## config.mk

```make
export PLATFORM = sky130hd
export DESIGN_NAME = sc_ctrl_decode
export DESIGN_NICKNAME = d
export VERILOG_FILES = /design/src/rtl/scd_pkg.sv /design/src/rtl/scd_and_plane.sv /design/src/rtl/scd_or_plane.sv /design/src/rtl/sc_ctrl_decode.sv
export SDC_FILE = /design/constraint.sdc
export NUM_CORES = 1
export LEC_CHECK = 0
export ABC_CLOCK_PERIOD_IN_PS = 1250
export BUFFER_PORTS_ARGS = -buffer_cell sky130_fd_sc_hd__buf_2
export CAP_MARGIN = 10
export CORE_AREA = 2 2 39 41
export DETAILED_ROUTE_END_ITERATION = 8
export DIE_AREA = 0 0 41 43
export PLACE_DENSITY_LB_ADDON = 0.12
export SLEW_MARGIN = 5
export SYNTH_ARGS = -nofsm -noshare
export SYNTH_HDL_FRONTEND = slang
export SYNTH_SLANG_ARGS = --single-unit
```

## constraint.sdc

```tcl
create_clock -name vclk -period 1.25
set_clock_uncertainty 0.15 [all_clocks]
set_input_delay 0.125 -clock vclk [all_inputs]
set_output_delay 0.125 -clock vclk [all_outputs]
set_load 0.01 [all_outputs]
```

## src/rtl/scd_pkg.sv

```systemverilog
package scd_pkg;

  localparam int OP_W    = 6;
  localparam int FN_W    = 6;
  localparam int ALU_W   = 2;
  localparam int N_TERMS = 7;

  typedef enum int unsigned {
    T_ADD = 0, T_SUB = 1, T_ORI = 2, T_LD = 3, T_ST = 4, T_BEQ = 5, T_JMP = 6
  } term_e;

  typedef logic [ALU_W-1:0] alu_op_t;
  localparam alu_op_t ALU_ADD = 2'b00;
  localparam alu_op_t ALU_SUB = 2'b01;
  localparam alu_op_t ALU_OR  = 2'b10;

  // Packed so that each member sits on a fixed OR-plane line index.
  typedef struct packed {
    logic    dst_rd;     // line 9
    logic    alu_b_imm;  // line 8
    logic    wb_mem;     // line 7
    logic    rf_we;      // line 6
    logic    dm_we;      // line 5
    logic    br_sel;     // line 4
    logic    jmp;        // line 3
    logic    ext_sign;   // line 2
    alu_op_t alu_op;     // lines 1..0
  } ctl_t;

  localparam int N_LINES = $bits(ctl_t);
  localparam int L_ALU0 = 0, L_ALU1 = 1, L_EXT = 2, L_JMP = 3, L_BR = 4,
                 L_DMWE = 5, L_RFWE = 6, L_WB = 7, L_BIMM = 8, L_DST = 9;

  function automatic logic [OP_W-1:0] term_op(input int k);
    case (k)
      T_ADD, T_SUB: term_op = 6'b000000;
      T_ORI:        term_op = 6'b001101;
      T_LD:         term_op = 6'b100011;
      T_ST:         term_op = 6'b101011;
      T_BEQ:        term_op = 6'b000100;
      default:      term_op = 6'b000010;
    endcase
  endfunction

  function automatic logic term_uses_fn(input int k);
    term_uses_fn = (k == T_ADD) || (k == T_SUB);
  endfunction

  function automatic logic [FN_W-1:0] term_fn(input int k);
    term_fn = (k == T_SUB) ? 6'b100010 : 6'b100000;
  endfunction

  // Which product terms feed each OR-plane line; don't-cares are left out.
  function automatic logic [N_TERMS-1:0] line_mask(input int line);
    logic [N_TERMS-1:0] m;
    m = '0;
    case (line)
      L_DST:  begin m[T_ADD] = 1'b1; m[T_SUB] = 1'b1; end
      L_BIMM: begin m[T_ORI] = 1'b1; m[T_LD] = 1'b1; m[T_ST] = 1'b1; end
      L_WB:   m[T_LD] = 1'b1;
      L_RFWE: begin m[T_ADD] = 1'b1; m[T_SUB] = 1'b1; m[T_ORI] = 1'b1; m[T_LD] = 1'b1; end
      L_DMWE: m[T_ST] = 1'b1;
      L_BR:   m[T_BEQ] = 1'b1;
      L_JMP:  m[T_JMP] = 1'b1;
      L_EXT:  begin m[T_LD] = 1'b1; m[T_ST] = 1'b1; end
      L_ALU0: begin m[T_SUB] = 1'b1; m[T_BEQ] = 1'b1; end
      L_ALU1: m[T_ORI] = 1'b1;
      default: m = '0;
    endcase
    return m;
  endfunction

endpackage

```

## src/rtl/scd_and_plane.sv

```systemverilog
module scd_and_plane
  import scd_pkg::*;
#(
  parameter int P_OP_W    = OP_W,
  parameter int P_FN_W    = FN_W,
  parameter int P_N_TERMS = N_TERMS
) (
  input  logic [P_OP_W-1:0]    op_i,
  input  logic [P_FN_W-1:0]    fn_i,
  output logic [P_N_TERMS-1:0] hit_o
);

  for (genvar k = 0; k < P_N_TERMS; k++) begin : g_term
    localparam logic [P_OP_W-1:0] OPK  = term_op(k);
    localparam logic [P_FN_W-1:0] FNK  = term_fn(k);
    localparam logic              USEF = term_uses_fn(k);
    assign hit_o[k] = (op_i == OPK) && (!USEF || (fn_i == FNK));
  end

  // At most one instruction may be recognised at a time.
  always_comb begin
    p_single_term_r1: assert ($onehot0(hit_o))
      else $error("more than one decode term active");
  end

endmodule

```

## src/rtl/scd_or_plane.sv

```systemverilog
module scd_or_plane
  import scd_pkg::*;
#(
  parameter int P_N_TERMS = N_TERMS,
  parameter int P_N_LINES = N_LINES
) (
  input  logic [P_N_TERMS-1:0] hit_i,
  output logic [P_N_LINES-1:0] line_o
);

  for (genvar l = 0; l < P_N_LINES; l++) begin : g_line
    localparam logic [P_N_TERMS-1:0] MASK = line_mask(l);
    assign line_o[l] = |(hit_i & MASK);
  end

endmodule

```

## src/rtl/sc_ctrl_decode.sv

```systemverilog
module sc_ctrl_decode
  import scd_pkg::*;
(
  input  logic [5:0] op_i,
  input  logic [5:0] fn_i,
  output logic       dst_rd_o,
  output logic       alu_b_imm_o,
  output logic       wb_mem_o,
  output logic       rf_we_o,
  output logic       dm_we_o,
  output logic       br_sel_o,
  output logic       jmp_o,
  output logic       ext_sign_o,
  output logic [1:0] alu_op_o
);

  logic [N_TERMS-1:0] hit;
  logic [N_LINES-1:0] lines;
  ctl_t               ctl;

  scd_and_plane #(.P_OP_W(OP_W), .P_FN_W(FN_W), .P_N_TERMS(N_TERMS)) u_and (
    .op_i (op_i),
    .fn_i (fn_i),
    .hit_o(hit)
  );

  scd_or_plane #(.P_N_TERMS(N_TERMS), .P_N_LINES(N_LINES)) u_or (
    .hit_i (hit),
    .line_o(lines)
  );

  assign ctl         = ctl_t'(lines);
  assign dst_rd_o    = ctl.dst_rd;
  assign alu_b_imm_o = ctl.alu_b_imm;
  assign wb_mem_o    = ctl.wb_mem;
  assign rf_we_o     = ctl.rf_we;
  assign dm_we_o     = ctl.dm_we;
  assign br_sel_o    = ctl.br_sel;
  assign jmp_o       = ctl.jmp;
  assign ext_sign_o  = ctl.ext_sign;
  assign alu_op_o    = ctl.alu_op;

  always_comb begin
    // no recognised term leaves every output low.
    p_unknown_quiet_r9: assert ((hit != '0) || (lines == '0))
      else $error("unrecognised word drove a control line");
    // a store never writes the register file.
    p_store_no_rf_r5: assert (!(dm_we_o && rf_we_o))
      else $error("store also wrote the register file");
    // branch and jump selects are exclusive.
    p_br_jmp_excl_r7: assert (!(br_sel_o && jmp_o))
      else $error("branch and jump both selected");
    // a branch compares by subtracting.
    p_branch_sub_r2: assert (!br_sel_o || (alu_op_o == ALU_SUB))
      else $error("branch without subtract");
    // sign extension only where the immediate is used.
    p_ext_imm_r8: assert (!ext_sign_o || alu_b_imm_o)
      else $error("sign extension without immediate operand");
    // the ALU code never takes the unused value 11.
    p_alu_code_r2: assert (alu_op_o != 2'b11)
      else $error("illegal ALU code");
  end

endmodule

```

Word-level counts from Yosys, hierarchy flattened
Cells that the tools add are included.
{"block": "op_classes", "eq_ne": 7, "n_bitwise": 0, "n_lt_le_gt_ge": 0, "mul": 0, "n_div": 0, "reduce_logical": 8, "mux": 0, "addsub": 0, "shift": 0}
{"operator": "equality test 6 bit (second input constant)", "n": 4}
{"operator": "equality test 6 x 2 -> 1 bit (second input constant)", "n": 1}
{"operator": "equality test 6 x 3 -> 1 bit (second input constant)", "n": 1}
{"operator": "equality test 6 x 4 -> 1 bit (second input constant)", "n": 1}
{"operator": "logical NOT 6 bit", "n": 1}
{"operator": "OR reduction 2 bit", "n": 3}
{"operator": "OR reduction 4 bit", "n": 1}
{"operator": "OR reduction 3 bit", "n": 1}
{"operator": "logical AND 1 bit", "n": 2}
{"block": "totals", "ff_bits": 0, "latch_bits": 0, "n_memories": 0, "rom_bits": 0, "ram_bits": 0}

Longest topological paths before layout
Gate-level depths: netlist of run 1.
{"block": "depth", "depth_word": 3, "depth_mapped": 4}

Modules after synthesis
From an unflattened synthesis of run 1, not the netlist that was laid out.
{"block": "hier_totals", "cells_unflattened": 26, "area_unflattened_um2": 190.2}
{"mod": "scd_and_plane", "seq_area_each_um2": 0.0, "area_per_inst_um2": 120.1, "n_inst": 1, "cells_each": 16}
{"mod": "scd_or_plane", "seq_area_each_um2": 0.0, "area_per_inst_um2": 70.1, "n_inst": 1, "cells_each": 10}

Least setup slack after synthesis of run 1
No wires, ideal clock.
{"block": "synth_timing", "path_type": "input-to-output", "from": "input op_i[2]", "to": "output rf_we_o", "arrival_time_ns": 0.880, "cell_stages": 3, "n_path_buf": 0, "path_slack_ns": 0.095, "path_cell_list": "nand2b_4 or3_4 o211ai_1"}
{"block": "synth_between", "elab_chain_len": 3}
{"item": "start, declared", "line": "sc_ctrl_decode.sv:4", "text": "input logic [5:0] op_i,"}
{"item": "logical NOT 6 bit", "line": "scd_and_plane.sv:17", "text": "assign hit_o[k] = (op_i == OPK) && (!USEF || (fn_i == FNK));"}
{"item": "logical AND 1 bit", "line": "scd_and_plane.sv:17"}
{"item": "OR reduction 4 bit (*)", "line": "scd_or_plane.sv:13", "text": "assign line_o[l] = |(hit_i & MASK);"}
{"item": "end, declared", "line": "sc_ctrl_decode.sv:9", "text": "output logic rf_we_o,"}
Mark *: on every way between the ends. The rest lies on a longest branch, timed or not.

Worst setup path after layout of run 1
Ends and elaborated chain as after synthesis.

==> results of run 1 <==
-- final cells by class --
type | instances | area (um^2)
fillers | 158 | 1020
multi-input cells | 22 | 166
repair buffers | 27 | 165
well taps | 16 | 20.0
inverters | 2 | 7.51
-- cells in the final DEF, fill, tap and decap left out, types with 2 or more instances in the layout --
| master | n |
|---|---|
| nor4_2 | 2 |
| buf_6 | 2 |
| nand4_1 | 2 |
| nor2_1 | 3 |
| nand2_1 | 3 |
| buf_2 | 18 |
| buf_4 | 7 |
-- worst max-delay path, delay by kind of cell --
family                 cells  cell delay (ps)
AO/OA/AOI/OAI              1              160
buffers and inverters      2              240
AND/OR/NAND/NOR            2              480
-- power by group --
group,leakage [nW],switching (mW),internal [mW]
Combinational,0.202,0.0349,0.0387
Clock,0,0,0
Sequential,0,0,0
Total,0.202,0.0349,0.0387
-- cells by family (layout without fill, tap and decap cells) --
| family | count (synthesis) | after routing |
|---|---|---|
| AND/OR/NAND/NOR | 20 | 20 |
| AO/OA/AOI/OAI | 2 | 2 |
| buffers and inverters | 2 | 29 |
-- worst min-delay path by stage --
stage	startpoint	end	slack [ps]	cells past startpoint
floorplan	op_i[3]	wb_mem_o	150	1
global placement	fn_i[0]	dst_rd_o	380	3
detailed placement	fn_i[0]	dst_rd_o	380	3
CTS	fn_i[0]	dst_rd_o	380	3
global route	op_i[5]	jmp_o	400	3
finish	fn_i[0]	dst_rd_o	390	3
-- routing by layer --
metal  vias up  global-route usage, %  wire length, um
met1       121                   9.84              261
met3         0                   1.57               85
li1        144                      -                -
met4         0                      0                0
met5         -                      0                0
met2        15                   9.38              252
-- what timing repair did --
action                     CTS  global route
gates resized for setup      2             9
buffers inserted             0             1
gates cloned                 0             0
setup endpoints to repair    4             6
pin swaps                    4             3
-- metrics by stage --
| stage | instance area, um^2 | hold slack, ps | setup slack, ps | total power [mW] |
|---|---|---|---|---|
| floorplan | 145 | 148 | 94.7 | 0.0193 |
| global placement | 305 | 382 | -80.7 | 0.0638 |
| detailed placement | 305 | 377 | -91.5 | 0.0615 |
| finish | 359 | 391 | -26.9 | 0.0736 |
| global route | 359 | 401 | -86.2 | 0.0804 |
| CTS | 318 | 380 | -51.0 | 0.0661 |
==> results.py, run 1 <==
metrics = {
    "min_path": {
        "min_path_type": "input port to primary output",
    },
    "timing": {
        "setup_violations": 1,
        "rsz0062_at_grt": "yes",
        "tns_ps": -26.9,
        "fin_crit_sh_pct": 102,
        "final.min_clock_period_ps": 1280,
        "maxSlewViolCount": 0,
        "tightestPinTransition_ps": 280,
        "hold_viol": 0,
        "clock.fmax_ghz": 0.783,
        "relSlewSlack_pct": 81.0,
        "setup_ws_ps": -26.9,
    },
    "logic_synthesis": {
        "synth_top_area_cell": "nand2_1",
        "yosys.area_share.adder_pct": 0,
        "postSynthAreaPerCell_um2": 6.05,
        "synthTopCellsByArea": "nand2_1 (10%), nor2_1 (10%), nand2b_4 (9.5%)",
        "synth_fp_nets": 36,
        "netlist_instances": 24,
        "synth_xor_area_share_pct": 0,
        "ys_seq_area_share_pct": 0,
        "synth_mux_area_share_pct": 0,
        "synthDominantCellAreaShare_pct": 10.3,
        "synth_cell_types": 16,
        "ys_warn_count": 0,
        "syn-cell-area_um2": 145,
        "synth-compound-area-share_pct": 9.48,
        "synth_top_family_by_area": "simple AND/OR/NAND/NOR gates",
        "synthSimpleGateAreaFrac_pct": 85.3,
        "ys_top_cells_by_count": "nand2_1 (4), nor2_1 (4), nand4_1 (2), nor4_1 (2)",
    },
    "critical_path": {
        "critPathMaxFanout": 4,
        "cp-end-kind": "primary output",
        "crit_type": "input port to primary output",
        "slowest_stage": "or3_4",
        "worstSetupStartpointType": "input port",
        "crit_path_cell_trace": "buf_6 -> nand2b_4 -> or3_4 -> o211ai_1 -> buf_2",
        "max_stage_delay_ps": 350,
        "critical_path_arrival_ps": 1000,
        "crit_start": "op_i[2]",
        "worstPathRequired_ps": 980,
        "crit_end": "rf_we_o",
    },
    "global_routing": {
        "grt_max_degree": 5,
        "track_usage_pct": 6.40,
        "antenna_found_initial": 0,
        "overflow": 0,
        "grt_pass1_vias": 226,
        "grt_pass1_wl_um": 855,
    },
    "finish": {
        "nets": 65,
        "seq_cell_count": 0,
        "antennaDiodeCount": 0,
        "fin_util_pct": 25.9,
        "layout.area.seq_um2": 0,
        "layout-area-overhead-vs-synth_pct": 147,
        "clkbuf_count": 0,
        "final_cells": 67,
        "drive_gt1_share_pct": 74.5,
    },
    "routing": {
        "drtIter0Drc": 1,
        "drc": 0,
        "drt-total-wl_um": 600,
        "vias": 280,
        "wl_per_cell_um": 8.96,
        "avgViaCountPerCell": 4.18,
        "postRouteAntennaNets": 0,
        "first_pass_iters": 4,
    },
    "placement": {
        "place_congestion": 0.622,
        "numPortBuffers": 22,
        "post-place-cells": 66,
    },
    "floorplanning": {
        "start_util_pct": 10.5,
        "die_area_mm2": 0.00176,
        "placementRows": 14,
        "io_pins": 22,
        "core_area_mm2": 0.00138,
        "die_h_um": 43,
        "die_w_um": 41,
    },
    "clock_tree": {
        "hold_buffers": 0,
    },
    "job": {
        "drv_cap": 0,
    },
    "status": {
        "outcome": "finished with violations",
        "failed_checks": "negative setup slack",
    },
    "power_and_ir_drop": {
        "p_leak_nw": 0.202,
        "powerDensity_mw_per_mm2": 205,
        "max-vdd-ir-drop_uv": 84.9,
    },
}
(Power assumes the default switching activity.)
==> run 2, diff against run 1 <==
--- a/config.mk
+++ b/config.mk
@@ -5,13 +5,12 @@
 export SDC_FILE = /design/constraint.sdc
 export NUM_CORES = 1
 export LEC_CHECK = 0
-export ABC_CLOCK_PERIOD_IN_PS = 1250
+export ABC_CLOCK_PERIOD_IN_PS = 1300
 export BUFFER_PORTS_ARGS = -buffer_cell sky130_fd_sc_hd__buf_2
 export CAP_MARGIN = 10
 export CORE_AREA = 2 2 39 41
 export DETAILED_ROUTE_END_ITERATION = 8
 export DIE_AREA = 0 0 41 43
-export PLACE_DENSITY_LB_ADDON = 0.12
 export SLEW_MARGIN = 5
 export SYNTH_ARGS = -nofsm -noshare
 export SYNTH_HDL_FRONTEND = slang
==> constraint.sdc (replaced) <==
create_clock -name vclk -period 1.3
set_clock_uncertainty 0.15 [all_clocks]
set_input_delay 0.13 -clock vclk [all_inputs]
set_output_delay 0.13 -clock vclk [all_outputs]
set_load 0.01 [all_outputs]
==> run 2 against run 1 <==
  * The flow still finishes with violations (negative setup slack)
  * Core utilization fell by 2.8 points
  * Cell area fell by 11%
  * Final cell count fell by 3.0%
  * Die area did not move
  * Via count fell by 8.9%
  * Critical path depth rose by 1
  * Hold slack got worse by 0.94 ps
  * Worst setup slack improved by 4.7 ps
  * Wire length fell by 7.5%
==> results.py, run 2 (synthesis gave the netlist of run 1 again) <==
metrics = {
    "routing": {
        "drtIter0Drc": 7,
        "drc": 0,
        "drt-total-wl_um": 555,
        "avgViaCountPerCell": 3.92,
        "first_pass_iters": 2,
        "vias": 255,
        "postRouteAntennaNets": 0,
        "wl_per_cell_um": 8.54,
    },
    "critical_path": {
        "crit_type": "input port to primary output",
        "critPathMaxFanout": 4,
        "cp-end-kind": "primary output",
        "crit_path_cell_trace": "buf_8 -> nand2b_4 -> or3_4 -> buf_4 -> nor2_1 -> buf_2",
        "path_delay_family": "simple AND/OR/NAND/NOR gates",
        "worstSetupStartpointType": "input port",
        "max_stage_delay_ps": 340,
        "slowest_stage": "or3_4",
        "critPathBufInv": 3,
        "worstPathRequired_ps": 1020,
        "crit_start": "op_i[2]",
        "critical_path_arrival_ps": 1040,
    },
    "power_and_ir_drop": {
        "max-vdd-ir-drop_uv": 53.2,
        "powerDensity_mw_per_mm2": 196,
        "p_leak_nw": 0.188,
    },
    "global_routing": {
        "grt_pass1_vias": 205,
        "grt_max_degree": 6,
        "overflow": 0,
        "grt_pass1_wl_um": 724,
        "track_usage_pct": 5.49,
        "antenna_found_initial": 0,
    },
    "status": {
        "failed_checks": "negative setup slack",
        "outcome": "finished with violations",
    },
    "min_path": {
        "min_from": "fn_i[0]",
        "min_path_type": "input port to primary output",
    },
    "timing": {
        "final.min_clock_period_ps": 1320,
        "relSlewSlack_pct": 82.8,
        "clock.fmax_ghz": 0.756,
        "rsz0062_at_grt": "yes",
        "hold_viol": 0,
        "setup_ws_ps": -22.2,
        "tightestPinTransition_ps": 255,
        "fin_crit_sh_pct": 102,
        "maxSlewViolCount": 0,
        "hold_ws_ps": 390,
        "setup_violations": 3,
    },
    "finish": {
        "fillerInstances": 161,
        "multiInputGateArea_um2": 150,
        "layout_common_cells": "buf_2 (21), nand2_1 (4), nor2_1 (4), buf_4 (3), nand4_1 (2)",
        "antennaDiodeCount": 0,
        "drive_gt1_share_pct": 63.3,
        "fin_area_um2": 320,
        "seq_cell_count": 0,
        "final_cells": 65,
        "clkbuf_count": 0,
        "layout-area-overhead-vs-synth_pct": 121,
        "final_common_cell": "buf_2",
        "layout.area.seq_um2": 0,
        "nets": 63,
    },
    "floorplanning": {
        "placementRows": 14,
        "die_w_um": 41,
        "start_util_pct": 10.5,
        "die_h_um": 43,
        "die_area_mm2": 0.00176,
        "io_pins": 22,
        "core_area_mm2": 0.00138,
    },
    "placement": {
        "hpwl_um": 481,
        "post-place-cells": 64,
        "numPortBuffers": 22,
        "placed_area_um2": 290,
        "place_congestion": 0.620,
    },
    "clock_tree": {
        "hold_buffers": 0,
    },
    "job": {
        "drv_cap": 0,
    },
}
==> run 2: cell types whose count changed in the layout (fill, tap and decap cells not counted), sizes merged <==
cell | previous run | this run
buf | 27 | 25
==> run 2: area by class of cell <==
class,instances,area share (%)
tap,16,6.25
inverter,2,2.34
timing repair buffer,25,44.5
multi-input combinational,22,46.9
==> run 2: worst paths after layout <==
kind | endpoint | cells past startpoint
setup / recovery | wb_mem_o | 6
hold / removal | dst_rd_o | 3
==> run 2: worst min-delay path, cell delays in order <==
cell and delay, ps:
buf_2 110, nor4_2 50, buf_2 130
==> run 2: metrics by stage <==
| stage | TNS, ps | util [%] | setup WS (ps) | power [mW] |
|---|---|---|---|---|
| 2_1_floorplan | 0 | - | 135 | 0.0186 |
| 3_3_place_gp | -110 | 21.0 | -67.4 | 0.0547 |
| 3_5_place_dp | -153 | 21.0 | -98.6 | 0.0557 |
| 4_1_cts | -65.2 | 22.2 | -35.4 | 0.0596 |
| 5_1_grt | -257 | 23.1 | -70.4 | 0.0692 |
| 6_report | -45.3 | 23.1 | -22.2 | 0.0627 |
==> run 2: report_power, final <==
| part | switching [mW] | total, mW | leakage (nW) | internal (mW) |
|---|---|---|---|---|
| clock | 0 | 0 | 0 | 0 |
| sequential | 0 | 0 | 0 | 0 |
| combinational | 0.0298 | 0.0627 | 0.188 | 0.0328 |
| total | 0.0298 | 0.0627 | 0.188 | 0.0328 |
==> run 2: what timing repair did <==
action                     4_1_cts  5_1_grt
setup endpoints to repair        3        5
resized for setup                3        2
setup buffers                    1        0
pin swaps                        2        1
cloned                           0        0
hold endpoints to repair         0        0
==> run 2: routing by layer <==
metal  routed length, um  GRT usage, %  vias up
li1                    -             -      139
met1                 250          7.28       96
met2                 213          10.0       20
met3                  91             0        0
met4                   0             0        0
met5                   0             0        -
==> run 3, diff against run 2 <==
--- a/config.mk
+++ b/config.mk
@@ -14,4 +14,5 @@
 export SLEW_MARGIN = 5
 export SYNTH_ARGS = -nofsm -noshare
 export SYNTH_HDL_FRONTEND = slang
+export SYNTH_HIERARCHICAL = 1
 export SYNTH_SLANG_ARGS = --single-unit
==> run 3 against run 2 <==
  * The run still ends with negative setup slack left
  * Die area is the same
  * Fmax shrank 19%
  * Area after synthesis grew 31%
==> results.py, run 3 <==
metrics = {
    "status": {
        "outcome": "finished with violations",
        "failed_checks": "negative setup slack",
    },
    "logic_synthesis": {
        "ys_warn_count": 6,
        "synth-compound-area-share_pct": 0,
        "synth_cell_types": 15,
        "syn-cell-area_um2": 190,
        "synth_most_common_cell": "buf_4",
        "synth_mux_area_share_pct": 0,
        "synth_xor_area_share_pct": 0,
        "synth_top_family_by_area": "simple AND/OR/NAND/NOR gates",
        "synth_top_area_cell": "buf_4",
        "ys_top_cells_by_count": "buf_4 (5), nand2b_1 (3), or2_2 (3)",
        "synthDominantCellAreaShare_pct": 19.7,
        "synth_fp_nets": 38,
        "netlist_instances": 26,
        "ys_seq_area_share_pct": 0,
        "synthSimpleGateAreaFrac_pct": 80.3,
        "postSynthAreaPerCell_um2": 7.31,
        "synthTopCellsByArea": "buf_4 (20%), nand2b_1 (9.9%), or2_2 (9.9%)",
        "yosys.area_share.adder_pct": 0,
    },
    "critical_path": {
        "slowest_stage": "or4_4",
        "cp-end-kind": "primary output",
        "critPathMaxFanout": 3,
        "crit_path_cell_trace": "buf_6 -> or4_4 -> nor4b_4 -> or4_4 -> buf_6",
        "critical_path_arrival_ps": 1360,
        "path_delay_family": "simple AND/OR/NAND/NOR gates",
        "critPathBufInv": 2,
        "crit_type": "input port to primary output",
        "worstSetupStartpointType": "input port",
        "worstPathRequired_ps": 1020,
        "max_stage_delay_ps": 580,
    },
    "floorplanning": {
        "placementRows": 14,
        "io_pins": 22,
        "core_area_mm2": 0.00138,
        "die_h_um": 43,
        "die_w_um": 41,
        "die_area_mm2": 0.00176,
        "start_util_pct": 13.7,
    },
    "routing": {
        "postRouteAntennaNets": 0,
        "drtIter0Drc": 1,
        "drt-total-wl_um": 750,
        "drc": 0,
        "avgViaCountPerCell": 4.21,
        "wl_per_cell_um": 11.0,
        "first_pass_iters": 2,
        "vias": 286,
    },
    "global_routing": {
        "grt_pass1_vias": 269,
        "track_usage_pct": 7.60,
        "grt_max_degree": 5,
        "antenna_found_initial": 0,
        "overflow": 0,
        "grt_pass1_wl_um": 1000,
    },
    "job": {
        "drv_cap": 0,
    },
    "finish": {
        "fillerInstances": 144,
        "nets": 66,
        "seq_cell_count": 0,
        "fin_area_um2": 494,
        "antennaDiodeCount": 0,
        "drive_gt1_share_pct": 90.4,
        "clkbuf_count": 0,
        "layout_common_cells": "buf_2 (15), buf_6 (10), buf_4 (6), or4_4 (3)",
        "layout-area-overhead-vs-synth_pct": 160,
        "layout.area.seq_um2": 0,
        "final_common_cell": "buf_2",
    },
    "timing": {
        "setup_violations": 7,
        "rsz0062_at_grt": "yes",
        "fin_crit_sh_pct": 126,
        "maxSlewViolCount": 0,
        "relSlewSlack_pct": 83.7,
        "setup_ws_ps": -339,
        "tightestPinTransition_ps": 243,
        "clock.fmax_ghz": 0.610,
        "final.min_clock_period_ps": 1640,
        "hold_viol": 0,
    },
    "clock_tree": {
        "hold_buffers": 0,
    },
    "power_and_ir_drop": {
        "powerDensity_mw_per_mm2": 204,
        "p_total_uw": 101,
        "max-vdd-ir-drop_uv": 97.4,
        "p_leak_nw": 0.257,
    },
    "placement": {
        "numPortBuffers": 22,
        "placed_area_um2": 352,
        "hpwl_um": 542,
        "place_congestion": 0.759,
    },
    "min_path": {
        "min_path_type": "input port to primary output",
    },
}
## run 3: cell types whose count changed after synthesis, moves of 2 or more
cell | before | now
nor3b_1 | 0 | 2
or2_2 | 0 | 3
or4_1 | 0 | 2
nand2b_1 | 0 | 3
nand4_1 | 2 | 0
nor2_1 | 4 | 1
buf_4 | 0 | 5
nand2_1 | 4 | 1
## run 3: path summary, 6_finish.rpt
kind,startpoint,to,slack (ps),cells after the start
setup / recovery,op_i[3],rf_we_o,-340,5
hold / removal,op_i[3],br_sel_o,490,4
## run 3: layout make-up
type / instances / area, um^2 / area share (%)
tap: 16 / 20.0 / 4.05
multi-input combinational: 21 / 241 / 48.9
timing repair buffer: 31 / 233 / 47.1
## run 3: timing repair
action / 4_1_cts / 5_1_grt
gates resized for setup: 17 / 7
pin swaps: 6 / 7
setup buffers: 1 / 2
setup endpoints to repair: 9 / 10
## run 3: kinds of logic after synthesis
group	after synthesis
buffers and inverters	5
AND/OR/NAND/NOR	21
## run 3: through the flow
step	utilization [%]	TNS, ps	hold WS (ps)	setup slack, ps	std cells
global route	35.7	-1720	509	-392	68
finish	35.7	-1340	492	-339	68
global placement	25.4	-1870	482	-371	66
CTS	32.5	-1320	483	-360	67
detailed placement	25.4	-1930	481	-396	66
floorplan	-	-375	264	-127	26
## run 3: power breakdown
| part | internal, mW | switching (mW) |
|---|---|---|
| Clock | 0 | 0 |
| Combinational | 0.0584 | 0.0423 |
| Sequential | 0 | 0 |
## run 3: routing by layer
metal  wire length [um]  global-route usage, %  vias to the layer above
met3                 58                   1.05                        0
met2                419                   13.8                       12
met1                272                   8.25                      127
met4                  0                   2.67                        0
met5                  0                      0                        -
li1                   -                      -                      147
